$ cat config.mk
export PLATFORM = sky130hd
export DESIGN_NAME = clkout_div_bank
export DESIGN_NICKNAME = d
export VERILOG_FILES = /design/src/rtl/cdb_pkg.sv /design/src/rtl/cdb_profile_store.sv /design/src/rtl/cdb_channel.sv /design/src/rtl/clkout_div_bank.sv
export SDC_FILE = /design/constraint.sdc
export NUM_CORES = 1
export LEC_CHECK = 0
export BUFFER_PORTS_ARGS = -buffer_cell sky130_fd_sc_hd__buf_2
export CORE_UTILIZATION = 44
export DETAILED_ROUTE_END_ITERATION = 8
export PLACE_DENSITY = 0.57
export SLEW_MARGIN = 20
export SYNTH_ARGS = -nofsm -noshare
export SYNTH_HDL_FRONTEND = slang
export SYNTH_SLANG_ARGS = --single-unit
$ cat constraint.sdc
create_clock -name clk -period 4.95 [get_ports clk]
set_input_delay 0.2475 -clock clk [delete_from_list [all_inputs] [get_ports clk]]
set_output_delay 0.2475 -clock clk [all_outputs]
set_load 0.1 [all_outputs]
$ cat src/rtl/cdb_pkg.sv
package cdb_pkg;
   typedef enum logic [1:0] {
      CH_IDLE  = 2'd0,
      CH_RUN   = 2'd1,
      CH_DRAIN = 2'd2
   } chan_state_e;
endpackage

$ cat src/rtl/cdb_profile_store.sv
module cdb_profile_store
   import cdb_pkg::*;
#(
   parameter int NUM_OUT    = 8,
   parameter int NUM_SRC    = 6,
   parameter int DIV_W      = 8,
   parameter int MAX_ACTIVE = 4,
   parameter int DEF_DIV    = 4,
   localparam int OUT_W     = $clog2(NUM_OUT),
   localparam int SEL_W     = $clog2(NUM_SRC),
   localparam int ADDR_W    = OUT_W + 3
) (
   input  logic                            clk,
   input  logic                            rst_n,
   input  logic                            dev_rst,
   input  logic                            fsel,
   input  logic                            we,
   input  logic [ADDR_W-1:0]               addr,
   input  logic [DIV_W-1:0]                wdata,
   output logic [NUM_OUT-1:0][DIV_W-1:0]   cur_div,
   output logic [NUM_OUT-1:0][SEL_W-1:0]   cur_src,
   output logic                            err
);
   localparam int SRC_PAD = 1 << SEL_W;

   logic [NUM_OUT-1:0][DIV_W-1:0] div_q [2];
   logic [NUM_OUT-1:0][SEL_W-1:0] src_q [2];
   logic                          en_q, mode_q, err_q;
   logic                          clear, wp, bad, live;
   logic [OUT_W-1:0]              wo;
   logic [SEL_W-1:0]              ns;
   logic [SRC_PAD-1:0]            cand;
   logic [SRC_PAD-1:0]            used_now [2];

   assign clear = dev_rst & ~mode_q;
   assign wp    = addr[ADDR_W-2];
   assign wo    = addr[OUT_W:1];
   assign ns    = wdata[SEL_W-1:0];
   assign live  = en_q & fsel;

   // distinct-source count of the table as it would be after the write
   always_comb begin
      cand = '0;
      for (int o = 0; o < NUM_OUT; o++) begin
         if (OUT_W'(o) == wo) cand[ns] = 1'b1;
         else                 cand[src_q[wp][o]] = 1'b1;
      end
      bad = (int'(ns) >= NUM_SRC) || ($countones(cand) > MAX_ACTIVE);
   end

   always_comb begin
      for (int p = 0; p < 2; p++) begin
         used_now[p] = '0;
         for (int o = 0; o < NUM_OUT; o++) used_now[p][src_q[p][o]] = 1'b1;
      end
   end

   always_ff @(posedge clk or negedge rst_n) begin
      if (!rst_n) begin
         for (int p = 0; p < 2; p++)
            for (int o = 0; o < NUM_OUT; o++) begin
               div_q[p][o] <= DIV_W'(DEF_DIV);
               src_q[p][o] <= '0;
            end
         en_q   <= 1'b0;
         mode_q <= 1'b0;
         err_q  <= 1'b0;
      end else begin
         err_q <= 1'b0;
         if (clear) begin
            for (int p = 0; p < 2; p++)
               for (int o = 0; o < NUM_OUT; o++) begin
                  div_q[p][o] <= DIV_W'(DEF_DIV);
                  src_q[p][o] <= '0;
               end
         end else if (we) begin
            if (addr[ADDR_W-1]) begin
               en_q   <= wdata[0];
               mode_q <= wdata[1];
            end else if (!addr[0]) begin
               div_q[wp][wo] <= wdata;
            end else if (bad) begin
               err_q <= 1'b1;
            end else begin
               src_q[wp][wo] <= ns;
            end
         end
      end
   end

   assign cur_div = live ? div_q[1] : div_q[0];
   assign cur_src = live ? src_q[1] : src_q[0];
   assign err     = err_q;

   assert_src_limit_R2: assert property (@(posedge clk) disable iff (!rst_n)
      ($countones(used_now[0]) <= MAX_ACTIVE) && ($countones(used_now[1]) <= MAX_ACTIVE));

   assert_reject_keeps_R2: assert property (@(posedge clk) disable iff (!rst_n)
      err_q |-> ($stable(src_q[0]) && $stable(src_q[1])));
endmodule

$ cat src/rtl/cdb_channel.sv
module cdb_channel
   import cdb_pkg::*;
#(
   parameter int NUM_SRC = 6,
   parameter int DIV_W   = 8,
   localparam int SEL_W  = $clog2(NUM_SRC),
   localparam int SRC_PAD = 1 << SEL_W
) (
   input  logic               clk,
   input  logic               rst_n,
   input  logic               hold,
   input  logic               launch,
   input  logic [NUM_SRC-1:0] tick,
   input  logic [DIV_W-1:0]   new_div,
   input  logic [SEL_W-1:0]   new_src,
   output logic               clk_out
);
   chan_state_e        st_q, st_d;
   logic [DIV_W-1:0]   pos_q, pos_d, ratio_q, ratio_d, dn, pos_inc;
   logic [SEL_W-1:0]   src_q, src_d;
   logic               out_q, out_d, last;
   logic [SRC_PAD-1:0] tick_ext;

   assign tick_ext = SRC_PAD'(tick);
   assign dn       = (new_div == DIV_W'(1)) ? DIV_W'(2) : new_div;
   assign pos_inc  = pos_q + DIV_W'(1);
   assign last     = (pos_q == ratio_q - DIV_W'(1));

   always_comb begin
      st_d = st_q; pos_d = pos_q; ratio_d = ratio_q; src_d = src_q; out_d = out_q;
      if (hold) begin
         st_d = CH_IDLE; pos_d = '0; ratio_d = '0; src_d = new_src; out_d = 1'b0;
      end else begin
         case (st_q)
            CH_IDLE: begin
               src_d = new_src;
               if (dn != '0 && (launch || tick_ext[new_src])) begin
                  st_d = CH_RUN; ratio_d = dn; pos_d = '0; out_d = 1'b1;
               end
            end
            CH_RUN: if (tick_ext[src_q]) begin
               if (last) begin
                  if (dn == '0) begin
                     st_d = CH_IDLE; ratio_d = '0; pos_d = '0; out_d = 1'b0; src_d = new_src;
                  end else if (new_src != src_q) begin
                     st_d = CH_DRAIN; pos_d = '0; out_d = 1'b0;
                  end else begin
                     pos_d = '0; ratio_d = dn; out_d = 1'b1;
                  end
               end else begin
                  pos_d = pos_inc;
                  out_d = (pos_inc < (ratio_q >> 1));
               end
            end
            CH_DRAIN: if (tick_ext[src_q]) begin
               if (last) begin
                  st_d = CH_IDLE; src_d = new_src; ratio_d = '0; pos_d = '0; out_d = 1'b0;
               end else begin
                  pos_d = pos_inc;
               end
            end
            default: st_d = CH_IDLE;
         endcase
      end
   end

   always_ff @(posedge clk or negedge rst_n) begin
      if (!rst_n) begin
         st_q <= CH_IDLE; pos_q <= '0; ratio_q <= '0; src_q <= '0; out_q <= 1'b0;
      end else begin
         st_q <= st_d; pos_q <= pos_d; ratio_q <= ratio_d; src_q <= src_d; out_q <= out_d;
      end
   end

   assign clk_out = out_q;

   assert_ratio_at_boundary_R5: assert property (@(posedge clk) disable iff (!rst_n)
      !$stable(ratio_q) |-> (out_q || st_q == CH_IDLE));
endmodule

$ cat src/rtl/clkout_div_bank.sv
module clkout_div_bank #(
   parameter int NUM_OUT    = 8,
   parameter int NUM_SRC    = 6,
   parameter int DIV_W      = 8,
   parameter int MAX_ACTIVE = 4,
   parameter int DEF_DIV    = 4,
   localparam int OUT_W     = $clog2(NUM_OUT),
   localparam int SEL_W     = $clog2(NUM_SRC),
   localparam int ADDR_W    = OUT_W + 3
) (
   input  logic               clk,
   input  logic               rst_n,
   input  logic               dev_rst,
   input  logic [NUM_SRC-1:0] src_tick,
   input  logic               fsel,
   input  logic               cfg_we,
   input  logic [ADDR_W-1:0]  cfg_addr,
   input  logic [DIV_W-1:0]   cfg_wdata,
   output logic               cfg_err,
   output logic [NUM_OUT-1:0] clk_out
);
   if (MAX_ACTIVE > NUM_SRC || NUM_SRC < 2) begin : g_bad_src
      $error("clkout_div_bank: MAX_ACTIVE must not exceed NUM_SRC, NUM_SRC at least 2");
   end
   if (SEL_W > DIV_W || DEF_DIV >= (1 << DIV_W)) begin : g_bad_width
      $error("clkout_div_bank: DIV_W too narrow for source index or default ratio");
   end

   logic                          rst_q, launch;
   logic [NUM_OUT-1:0][DIV_W-1:0] cur_div;
   logic [NUM_OUT-1:0][SEL_W-1:0] cur_src;
   logic [NUM_OUT-1:0]            en_mask;

   always_ff @(posedge clk or negedge rst_n) begin
      if (!rst_n) rst_q <= 1'b0;
      else        rst_q <= dev_rst;
   end
   assign launch = rst_q & ~dev_rst;

   cdb_profile_store #(
      .NUM_OUT(NUM_OUT), .NUM_SRC(NUM_SRC), .DIV_W(DIV_W),
      .MAX_ACTIVE(MAX_ACTIVE), .DEF_DIV(DEF_DIV)
   ) i_store (
      .clk(clk), .rst_n(rst_n), .dev_rst(dev_rst), .fsel(fsel),
      .we(cfg_we), .addr(cfg_addr), .wdata(cfg_wdata),
      .cur_div(cur_div), .cur_src(cur_src), .err(cfg_err)
   );

   for (genvar g = 0; g < NUM_OUT; g++) begin : g_chan
      cdb_channel #(.NUM_SRC(NUM_SRC), .DIV_W(DIV_W)) i_chan (
         .clk(clk), .rst_n(rst_n), .hold(dev_rst), .launch(launch),
         .tick(src_tick), .new_div(cur_div[g]), .new_src(cur_src[g]),
         .clk_out(clk_out[g])
      );
      assign en_mask[g] = (cur_div[g] != '0);
   end

   assert_reset_low_R7: assert property (@(posedge clk) disable iff (!rst_n)
      dev_rst |=> (clk_out == '0));

   assert_aligned_launch_R9: assert property (@(posedge clk) disable iff (!rst_n)
      $fell(dev_rst) |=> (clk_out == $past(en_mask)));
endmodule

* After elaboration in Yosys (flattened, before gate mapping)
Index checks and enable logic that the tools add are counted.
** Storage, ports and cells
- Output and inout bits :: 9
- Flip-flop bits (word level) :: 356
** Operators by class
- Equality and inequality tests :: 122
- Reduce and logical (&&, ||, !) cells :: 122
- Bitwise logic cells :: 21
- Muxes and demuxes :: 407
- $add $sub $neg :: 23
- $lt $le $gt $ge :: 48
** Operator list (count)
- $mux 8 :: 113
- $mux 128 :: 4
- $mux 48 :: 5
- $pmux 8 s3 :: 8
- $mux 3 :: 49
- $ne 3x2->1 const B :: 48
- $bwmux 128 :: 1
- $mux 2 :: 64
- $mux 64 :: 2
- $pmux 8 s2 :: 8
- $mux 24 :: 5
- $or 8x8->8 :: 14
- $lt 3x4->1 const B :: 26
- $add 32x32->32 :: 3
- $reduce_and 6->1 :: 16
- $mux 1 :: 94
- $pmux 3 s3 :: 8
- $add 8x1->8 const B :: 8
- $demux 64 s1 :: 1
- $eq 8x1->1 const B :: 8
- $eq 8x8->1 :: 8
- $logic_not 8->1 :: 8
- $lt 8x7->1 :: 8
- $reduce_bool 8->1 :: 8
- 40 further kinds :: 226

* Depth between registers and ports, before layout
Gate-level depths: netlist (run 1).
- Word-level depth :: 33
- Depth in mapped cells :: 22

* By module
A second synthesis (run 1) with hierarchy kept.
** Unflattened totals
- Cell total of the unflattened synthesis :: 2656
- Area, all modules :: 25642.1 sq um
** Modules (own cells, without submodules)
- cdb_channel (g_chan[0].i_chan ...) :: area an instance 1919.3 sq um, seq. area each 550.5 sq um, cells an instance 208, times used 6
- cdb_profile_store :: area an instance 10193.5 sq um, seq. area each 4499.3 sq um, cells an instance 957, times used 1
- cdb_channel (g_chan[1].i_chan) :: area an instance 1956.9 sq um, seq. area each 550.5 sq um, cells an instance 224, times used 1
- cdb_channel (g_chan[6].i_chan) :: area an instance 1936.9 sq um, seq. area each 550.5 sq um, cells an instance 225, times used 1
- clkout_div_bank :: area an instance 38.8 sq um, seq. area each 25.0 sq um, cells an instance 2, times used 1

* Worst setup path after synthesis (run 1)
No wires, ideal clock.
- Path type :: input -> register
- From :: in cfg_addr[4]
- To :: reg i_store.src_q[11] in the netlist's numbering
- Path buffers :: 5
- Arrival time :: 5.165 ns
- Required time :: 4.882 ns
- Stages :: 19
- Slack :: -0.283 ns
- Library setup time :: 0.068 ns
- Cell sequence :: clkbuf_1 > buf_1 > buf_1 > clkbuf_1 > o21ai_0 > a32oi_1 > nand3_1 > ha_1 > inv_1 > fa_1 > inv_1 > fa_1 > ha_1 > fa_1 > o21a_1 > a211oi_1 > nor4b_1 > clkbuf_1 > a32o_1
** Between the ends
- Word-level cells in the longest chain between the ends :: 30
** RTL lines
- start: declaration :: RTL line clkout_div_bank.sv:17 : input logic [ADDR_W-1:0] cfg_addr,
- $not 1->2 (implied by the code) (*) :: RTL line cdb_profile_store.sv:46, cdb_profile_store.sv:85
- $mux 24 (implied by the code) (3 in series) :: RTL line cdb_profile_store.sv:46 : else cand[src_q[wp][o]] = 1'b1;
- $lt 3x4->1 (implied by the code) / $ge 3x1->1 (equally long branches) :: RTL line cdb_profile_store.sv:46
- $logic_and 1x1->1 (implied by the code) :: RTL line cdb_profile_store.sv:46
- $mux 1 (implied by the code) :: RTL line cdb_profile_store.sv:46
- $demux 1 s3
- $mux 8 :: RTL line cdb_profile_store.sv:45 : if (OUT_W'(o) == wo) cand[ns] = 1'b1;
- $or 8x8->8 (no line)
- (+11 left out)
- $or 8x8->8 (no line)
- $mux 8 :: RTL line cdb_profile_store.sv:45
- $add 1x1->2 (implied by the code) :: RTL line cdb_profile_store.sv:48 : bad = (int'(ns) >= NUM_SRC) || ($countones(cand) > MAX_ACTIVE);
- $add 32x32->32 (implied by the code) (2 in series) :: RTL line cdb_profile_store.sv:48
- $gt 32x4->1 :: RTL line cdb_profile_store.sv:48
- $logic_or 1x1->1 :: RTL line cdb_profile_store.sv:48
- $ne 2x1->1 (no line)
- $reduce_and 4->1 (no line)
- end signal: indexed assignment :: RTL line cdb_profile_store.sv:85 : src_q[wp][wo] <= ns;
- end: declaration :: RTL line cdb_profile_store.sv:27 : logic [NUM_OUT-1:0][SEL_W-1:0] src_q [2];
Mark *: on every way between the ends. The rest lies on a longest branch, timed or not. The select of a mux whose other input is x is not followed.
A chain may end at the register's enable or synchronous reset.

* Final worst setup path (run 1)
- From :: reg i_store.src_q[24] in the netlist's numbering
- To :: reg i_store.src_q[8] in the netlist's numbering
** Between the ends
- Word-level cells in the longest chain between the ends :: 29
** RTL lines (RTL line)
- $mux 24 (implied by the code) (*) (3 in series) :: cdb_profile_store.sv:46
- $lt 3x4->1 (implied by the code) / $ge 3x1->1 (equally long branches) :: cdb_profile_store.sv:46
- $logic_and 1x1->1 (implied by the code) :: cdb_profile_store.sv:46
- $mux 1 (implied by the code) :: cdb_profile_store.sv:46
- $demux 1 s3 (*)
- $mux 8 (*) :: cdb_profile_store.sv:45
- $or 8x8->8 (no line)
- $mux 8 (*) :: cdb_profile_store.sv:45
- (+11 left out)
- $mux 8 (*) :: cdb_profile_store.sv:45
- $add 1x1->2 (implied by the code) :: cdb_profile_store.sv:48
- $add 32x32->32 (implied by the code) :: cdb_profile_store.sv:48
- $add 32x32->32 (implied by the code) (*) :: cdb_profile_store.sv:48
- $gt 32x4->1 (*) :: cdb_profile_store.sv:48
- $logic_or 1x1->1 (*) :: cdb_profile_store.sv:48
- $ne 2x1->1 (no line) (*)
- $reduce_and 4->1 (no line) (*)
Marks and branches as above.

==> metrics.txt, run 1 <==
outcome completed; Starting DRT DRC Count between 1000 and 1500; WL per Instance 19.83 µm; DR vias 21160; share of layout cells above drive strength 1 about an eighth; CTS Buffer Depth 3; register clock-pin slew on the reported worst setup and hold paths 0.06 ns; # setup viols final 0; Initial Util 44.92%; GRT overflow 0; Post-synth top cells 424 x nand2_1, 340 x dfrtp_1, 213 x a21oi_1; Synth Instances ~2800; Setup crit end kind flop; PwrDens 362.7 nW/µm²; Post-DP HPWL 49980 µm; syn_nets 2959; DP Worst Slack -0.1824 ns; Die H 237.3 µm; CTS tree yes; CTS sink cnt 356; drc violations 0; Detailed Route WL between 70000 and 80000 µm; Critical Path AT 5.24 ns; CP max stage cell fa_1; CTS H-tree lvls 2; Final GP Congestion 0.9221; Total Routing Usage GR approximately a quarter; CP max stage delay 0.52 ns; register area share after synthesis 36.65%; final setup skew between 0.015 and 0.02 ns; min Tclk post-route 4.783 ns; ys async rst share 100.0%; Syn-to-layout area delta 10.74%; max-cap violations 0; Seq cells post-synth 356; Routed Antenna Nets 0; worst path required time between 5 and 6 ns; Static Leakage 11.58 nW; Final nets 2960; Max Slew Vio Count 0; Min-Delay Path Class in -> reg; final hold slack 0.1013 ns; synth warn 0; Via density 5.928; Primary FF master, synth dfrtp_1; Tot Pwr 9.786 mW; Die Width 237.3 µm; FP Rows 85; num ports 34; Synth area leaders dfrtp_1 35%, nand2_1 6.5%, ha_1 4.8%; worst setup margin roughly 0.17 ns; first-pass GRT wire length between 100000 and 150000 µm; Die ar. 56320 µm²; Yosys top cell by area dfrtp_1; syn_area_per_cell 8.591 µm²; Setup Fix Bufs, Post-CTS 0; Crit Path Max Fanout 11; Slew @ Worst Pin ~0.95 ns; vias in the first global route 20790; CP Launch Type flop; mapped cell area ~24000 µm²; CP cell instances mux2i_2 -> o21ai_0 -> nand2b_1 -> o21ai_0 -> a221oi_1 -> nand3_1 -> ha_1 -> inv_1 -> fa_1 -> inv_1 -> fa_1 -> ha_1 -> fa_1 -> o21a_1 -> a2111oi_4 -> buf_4 -> nand2_1 -> a32o_1; Worst-Skew Late Latency 0.57 ns; Hold Vio Cnt, Final 0; port bufs 33; largest net degree at the start of global routing 140; Post-synth EDFFs 0; crit share post-route 96.62%; Max Fclk about 210 MHz; initial antenna violation count 3; Core Region approximately 54000 µm²; type of the worst setup path reg -> reg; top-area cell type share of the netlist area 34.92%; VDD IR max 249.6 µV; drt pass-1 iters 6; post-synth cell types 99; Slew HR 36.15%; RSZ-0062 raised after global routing no; most frequent cell after synthesis nand2_1; clk root buf clkbuf_16; CP dominant cell by count fa_1; Num CTS Buffers between 40 and 50
[metal layers]
layer  global-route usage [%]  vias up  part of all wire [%]
met2                    40.40      513                    46
met3                    3.972      100                   5.8
met5                        0        -                     0
li1                         -    10140                     -
met4                    7.312        0                   2.4
met1                    35.59    10410                    46
[layout make-up]
class                      instances  area [µm²]
antenna                            2       5.005
timing repair buffer             116       858.3
sequential                       356        8929
inverter                         151       566.8
tap                              696       870.8
multi-input combinational       2168       14260
clock inverter                    14       206.4
clock buffer                      66        1285
fill                            5211       27260
[power breakdown]
| group | switching (mW) | internal, mW | total (mW) |
|---|---|---|---|
| Clock | 1.30 | 2.05 | 3.36 |
| Combinational | 1.96 | 1.16 | 3.12 |
| Sequential | 0.220 | 3.09 | 3.31 |
[cells in the final DEF, fill, tap and decap left out, types with 22 or more instances in the layout]
cell type	count
xnor2_1	87
nand2b_1	51
nand3_1	190
mux2i_1	110
mux2_2	64
a211oi_1	22
a21o_1	23
and3_1	24
nor4_1	29
dfrtp_1	340
buf_2	32
inv_1	149
clkbuf_16	45
nor3_1	61
o21ai_0	87
buf_4	76
o22ai_1	23
xor2_1	55
ha_1	94
o31ai_1	27
a21oi_1	213
nand2_1	423
nor2_1	176
[worst paths after layout]
check	startpoint	cells after the start	slack, ns	endpoint
min in group asynchronous	rst_n	2	0.18	g_chan[0].i_chan.clk_out
setup / recovery	i_store.src_q[24]	18	0.17	i_store.src_q[8]
hold / removal	cfg_we	3	0.10	i_store.mode_q
max in group asynchronous	rst_n	3	3.59	g_chan[7].i_chan.ratio_q[2]
setup reg to reg	i_store.src_q[24]	18	0.17	i_store.src_q[8]
hold reg to reg	g_chan[6].i_chan.clk_out	1	0.50	g_chan[6].i_chan.clk_out
[worst max-delay path: cells and delay by family, from the launching register on]
kind | cells | cell delay (ns)
fa+ha+maj | 5 | 1.82
compound gates | 6 | 1.28
flops | 1 | 0.44
simple gates | 3 | 0.43
buf+inv | 3 | 0.40
mux | 1 | 0.30
[stage by stage]
| step | cells | TNS [ns] | util (%) | area, µm² |
|---|---|---|---|---|
| 6_report | 3569 | 0 | 49.74 | 26980 |
| 5_1_grt | 3569 | 0 | 49.74 | 26980 |
| 4_1_cts | 3566 | 0 | 49.68 | 26940 |
| 3_5_place_dp | 3485 | -4.073 | 46.91 | 25440 |
| 3_3_place_gp | 3485 | -1.810 | 46.91 | 25440 |
| 2_1_floorplan | 2836 | 0 | - | 24380 |
[registers in the layout, summed over array words and instances (netlist names)]
| name | flops |
|---|---|
| i_store.div_q | 128 |
| g_chan.i_chan.pos_q | 64 |
| g_chan.i_chan.ratio_q | 64 |
| i_store.src_q | 48 |
| g_chan.i_chan.src_q | 24 |
| g_chan.i_chan.st_q | 16 |
| g_chan.i_chan.clk_out | 8 |
| i_store.en_q | 1 |
| i_store.err | 1 |
| i_store.mode_q | 1 |
| rst_q | 1 |
[cell families (layout without fill, tap and decap cells)]
| logic type | after synthesis | in the layout | synth area share, % |
|---|---|---|---|
| other | 0 | 2 | 0 |
| xor gates and xnor gates | 142 | 142 | 5.104 |
| DFF | 356 | 356 | 36.65 |
| and+or+nand+nor | 1087 | 1087 | 20.94 |
| muxes | 194 | 194 | 9.115 |
| adders and majority gates | 98 | 98 | 5.156 |
| AOI/OAI and AO/OA | 647 | 647 | 17.99 |
| buffers and inverters | 312 | 347 | 5.053 |
[repair_timing]
| action | in CTS | in global routing |
|---|---|---|
| hold buffers | 1 | 0 |
| hold endpoints to repair | 44 | 0 |
| resized for setup | 0 | 3 |
| setup endpoints to repair | 0 | 46 |
(Power assumes the default switching activity.)
==> inputs of run 2 (changes only) <==
--- a/config.mk
+++ b/config.mk
@@ -8,7 +8,7 @@
 export BUFFER_PORTS_ARGS = -buffer_cell sky130_fd_sc_hd__buf_2
 export CORE_UTILIZATION = 44
 export DETAILED_ROUTE_END_ITERATION = 8
-export PLACE_DENSITY = 0.57
+export PLACE_DENSITY = 0.59
 export SLEW_MARGIN = 20
 export SYNTH_ARGS = -nofsm -noshare
 export SYNTH_HDL_FRONTEND = slang
==> constraint.sdc (replaced) <==
create_clock -name clk -period 3.99 [get_ports clk]
set_input_delay 0.1995 -clock clk [delete_from_list [all_inputs] [get_ports clk]]
set_output_delay 0.1995 -clock clk [all_outputs]
set_load 0.1 [all_outputs]
==> metrics.txt, run 2 (synthesized netlist as in run 1, its figures left out) <==
outcome complete, but fails checks; failing checks setup timing; routed wl met3 4058 µm; Max Used Layer met4; Num CTS Buffers 46; num ports 34; vias in the first global route 21200; CP cell instances buf_4 -> inv_1 -> o32a_1 -> nor2_2 -> a221oi_2 -> nand3_1 -> ha_1 -> inv_1 -> fa_1 -> inv_2 -> fa_1 -> ha_2 -> fa_1 -> o21a_1 -> a2111oi_4 -> buf_6 -> buf_6 -> buf_16 -> nand2_4 -> a32o_1; DR WL met2 about 33000 µm; CTS tree yes; PwrDens 438.1 nW/µm²; Detailed Route WL 72140 µm; RSZ-0062 raised after global routing yes; # setup viols final 49; most frequent cells in the layout 401 x nand2_1, 339 x dfrtp_1, 197 x a21oi_1; Crit Path Max Fanout 5; DP Worst Slack -0.9311 ns; Worst-Skew Late Latency 0.59 ns; clk root buf clkbuf_16; Non-Filler Instances 3688; GRT overflow 0; first-pass GRT wire length ~120000 µm; Die ar. 56320 µm²; Tot Pwr roughly 13 mW; Initial Util 44.92%; Die Width ~240 µm; Max Fclk ~220 MHz; drt pass-1 iters 5; final setup skew ~0.024 ns; Final TNS setup -22.68 ns; Routed Antenna Nets 0; CTS H-tree lvls 2; port bufs 33; CP Launch Type flop; worst path required time 4.46 ns; Critical Path AT 4.98 ns; type of the worst setup path reg -> reg; FP Rows 85; Slew @ Worst Pin 0.9247 ns; worst setup margin -0.5206 ns; WL per Instance roughly 20 µm; Starting DRT DRC Count 1394; Hold Vio Cnt, Final 0; CP max stage cell fa_1; Setup crit end kind flop; drc violations 0; CP dominant cell by count fa_1; Static Leakage 12.50 nW; commonest non-fill, non-tap cell in the layout nand2_1; Post-DP HPWL 50190 µm; Die H 237.3 µm; CP max stage delay 0.54 ns; Slew HR 38.02%; DR vias approximately 22000; CTS sink cnt 356; Total Routing Usage GR between 20% and 30%; crit share post-route 113.0%; Biggest register i_store.div_q; Max Slew Vio Count 0; Final GP Congestion 0.8766; met1 wire length 33360 µm; DP Cell Count about 3600; min Tclk post-route 4.511 ns; Via density 5.895; antenna cells 0; Min-Delay Path Class in -> reg; largest net degree at the start of global routing 147; initial antenna violation count 0; max reg flops 128; Syn-to-layout area delta 17.39%; register clock-pin slew on the reported worst setup and hold paths 0.06 ns; max-cap violations 0; CTS Buffer Depth 3; Core Region 54240 µm²; Top Registers i_store.div_q (128), g_chan.i_chan.pos_q (64), g_chan.i_chan.ratio_q (64); Final nets approximately 3100; VDD IR max 361.0 µV; share of layout cells above drive strength 1 18.45%
run 2: cell types whose count changed in the layout (fill, tap and decap cells not counted), sizes merged:
cell           change
clkinv             +2
clkbuf             +7
buf              +113
diode              -2
clkinvlp           -2
bufinv             +1
clkdlybuf4s15      -1
dlygate4sd3        +1
run 2: worst max-delay path, delay by kind of cell, from the launching register on:
family | cells | cell delay [ns]
fa+ha+maj | 5 | 1.77
compound gates | 5 | 1.08
buf+inv | 7 | 0.78
flops | 1 | 0.44
simple gates | 3 | 0.33
run 2: path summary, 6_finish.rpt:
kind	end	slack, ns	cells after the start	start
max	i_store.src_q[44]	-0.52	20	i_store.src_q[37]
min	i_store.mode_q	0.04	3	cfg_we
max reg2reg	i_store.src_q[44]	-0.52	20	i_store.src_q[37]
min reg2reg	i_store.div_q[106]	0.51	2	i_store.div_q[106]
max in group asynchronous	g_chan[6].i_chan.pos_q[3]	2.82	3	rst_n
min in group asynchronous	g_chan[0].i_chan.pos_q[0]	0.22	2	rst_n
run 2: final cells by class:
type	count	area, µm²
Clock buffer	70	1385
Clock inverter	15	227.7
Fill cell	5074	25640
Inverter	151	566.8
Multi-Input combinational cell	2168	14660
Sequential cell	356	8930
Tap cell	696	870.8
Timing Repair Buffer	232	1964
run 2: metal layers:
| metal | vias up | track usage [%] |
|---|---|---|
| met2 | 591 | 41.42 |
| met3 | 111 | 3.182 |
| met4 | 0 | 6.784 |
| met5 | - | 0 |
| li1 | 10360 | - |
| met1 | 10680 | 35.86 |
run 2: repair_timing:
action                                  CTS  global route
gates resized for setup                  28            65
endpoints found under the setup margin   49            49
pin swaps                                 3            24
cloned                                    4             3
hold buffers                              2             0
endpoints found under the hold margin    70             0
buffers inserted                          8             3
run 2: report_power, final:
group          switching, mW  internal, mW  total, mW
clock                   1.65          2.77       4.42
combinational           2.47          1.54       4.01
sequential             0.263          3.83       4.10
run 2: per-stage QoR:
stage / util, % / instance area (µm²) / hold WS (ns)
2_1_floorplan: - / 24610 / -0.09609
3_3_place_gp: 48.55 / 26330 / 0.2539
3_5_place_dp: 48.55 / 26330 / 0.2474
4_1_cts: 52.08 / 28250 / 0.01557
5_1_grt: 52.73 / 28600 / 0.05494
6_report: 52.73 / 28600 / 0.04283
==> inputs of run 3 (changes only) <==
--- a/config.mk
+++ b/config.mk
@@ -9,6 +9,7 @@
 export CORE_UTILIZATION = 44
 export DETAILED_ROUTE_END_ITERATION = 8
 export PLACE_DENSITY = 0.59
+export SKIP_CTS_REPAIR_TIMING = 1
 export SLEW_MARGIN = 20
 export SYNTH_ARGS = -nofsm -noshare
 export SYNTH_HDL_FRONTEND = slang
==> metrics.txt, run 3 (synthesized netlist as in run 1, its figures left out) <==
outcome complete, but fails checks; failing checks setup timing; Crit Path Max Fanout 9; CTS Buffer Depth 3; CTS H-tree lvls 2; VDD IR max 360.2 µV; WL per Instance about 19 µm; RSZ-0062 raised after global routing yes; Die H 237.3 µm; Setup crit end kind flop; PwrDens 438.2 nW/µm²; crit share post-route 115.0%; register clock-pin slew on the reported worst setup and hold paths 0.06 ns; Tot Pwr 12.50 mW; CTS sink cnt around 360; Min-Delay Path Class in -> reg; Slew @ Worst Pin 0.9184 ns; Core Util, Final 52.59%; Finished Cell Area 28520 µm²; Non-Filler Instances approximately 3700; Die Width 237.3 µm; type of the worst setup path reg -> reg; largest net degree at the start of global routing 147; depth of the most critical reg-to-reg path 19; Max Fclk 218.0 MHz; Final nets 3073; CP Launch Type flop; GRT overflow 0; max reg flops ~130; Initial Util roughly 45%; Num CTS Buffers 46; worst path required time approximately 4.5 ns; Post-DP HPWL 50190 µm; Routed Antenna Nets 0; initial antenna violation count 0; Via density 5.879; commonest non-fill, non-tap cell in the layout nand2_1; Max Slew Vio Count 0; Worst-Skew Late Latency 0.59 ns; final hold slack 0.04183 ns; Die ar. about 56000 µm²; Hold Vio Cnt, Final 0; final setup skew 0.02426 ns; Total Routing Usage GR roughly 25%; DR vias 21650; CTS tree yes; DP Worst Slack -0.9311 ns; clk root buf clkbuf_16; Final TNS setup -25.00 ns; max-cap violations 0; Core Region ~54000 µm²; Top Registers i_store.div_q (128), g_chan.i_chan.pos_q (64), g_chan.i_chan.ratio_q (64); drc violations 0; worst setup margin -0.5980 ns; Syn-to-layout area delta 17.06%; port bufs 33; Hold Crit Depth 3; Area after DPL 26330 µm²; Biggest register i_store.div_q; drt pass-1 iters 7; share of layout cells above drive strength 1 18.51%; Critical Path AT 5.06 ns; Static Leakage between 10 and 15 nW; FP Rows 85; vias in the first global route approximately 21000; R2R Setup Slk -0.60 ns; # setup viols final 49; most frequent cells in the layout 395 x nand2_1, 339 x dfrtp_1, 195 x a21oi_1; antenna cells 0; first-pass GRT wire length 114100 µm; num ports 34; Final GP Congestion 0.8766; Starting DRT DRC Count 1554; DP Cell Count 3584; Slew HR 38.44%; min Tclk post-route 4.588 ns; Detailed Route WL 71640 µm
-- run 3: final timing paths --
path | startpoint | end
min reg2reg | i_store.div_q[106] | i_store.div_q[106]
max in group asynchronous | rst_n | g_chan[6].i_chan.pos_q[3]
min | cfg_we | i_store.mode_q
max reg2reg | i_store.src_q[31] | i_store.src_q[44]
max | i_store.src_q[31] | i_store.src_q[44]
min in group asynchronous | rst_n | g_chan[0].i_chan.pos_q[0]
-- run 3: final cells by class --
type / count / area, µm²
sequential: 356 / 8930
tap: 696 / 870.8
clock buffer: 70 / 1385
fill: 5085 / 25720
timing repair buffer: 227 / 1864
clock inverter: 15 / 227.7
multi-input combinational: 2168 / 14680
inverter: 151 / 566.8
-- run 3: layer usage --
metal	vias up	GRT usage, %	share of wire (%)
met1	10640	35.54	47
met5	-	0	0
li1	10350	-	-
met3	100	2.961	5.2
met4	0	6.471	2.0
met2	566	40.90	46
-- run 3: report_power, final --
group / total (mW) / internal [mW] / switching [mW]
clock: 4.41 / 2.77 / 1.64
sequential: 4.10 / 3.83 / 0.263
combinational: 3.99 / 1.52 / 2.47
total: 12.5 / 8.13 / 4.37
-- run 3: critical path, stage by stage, from the launching register on --
cell and delay (ns):
dfrtp_1 0.36, buf_4 0.15, nand2_1 0.05, o21ai_0 0.48, a21oi_1 0.19, nand3_1 0.13, ha_1 0.17, inv_2 0.05
fa_1 0.55, inv_2 0.04, fa_1 0.54, ha_2 0.17, fa_1 0.41, o21a_1 0.16, a2111oi_4 0.22, buf_4 0.20
buf_6 0.15, buf_12 0.16, nand2_4 0.06, a32o_1 0.25
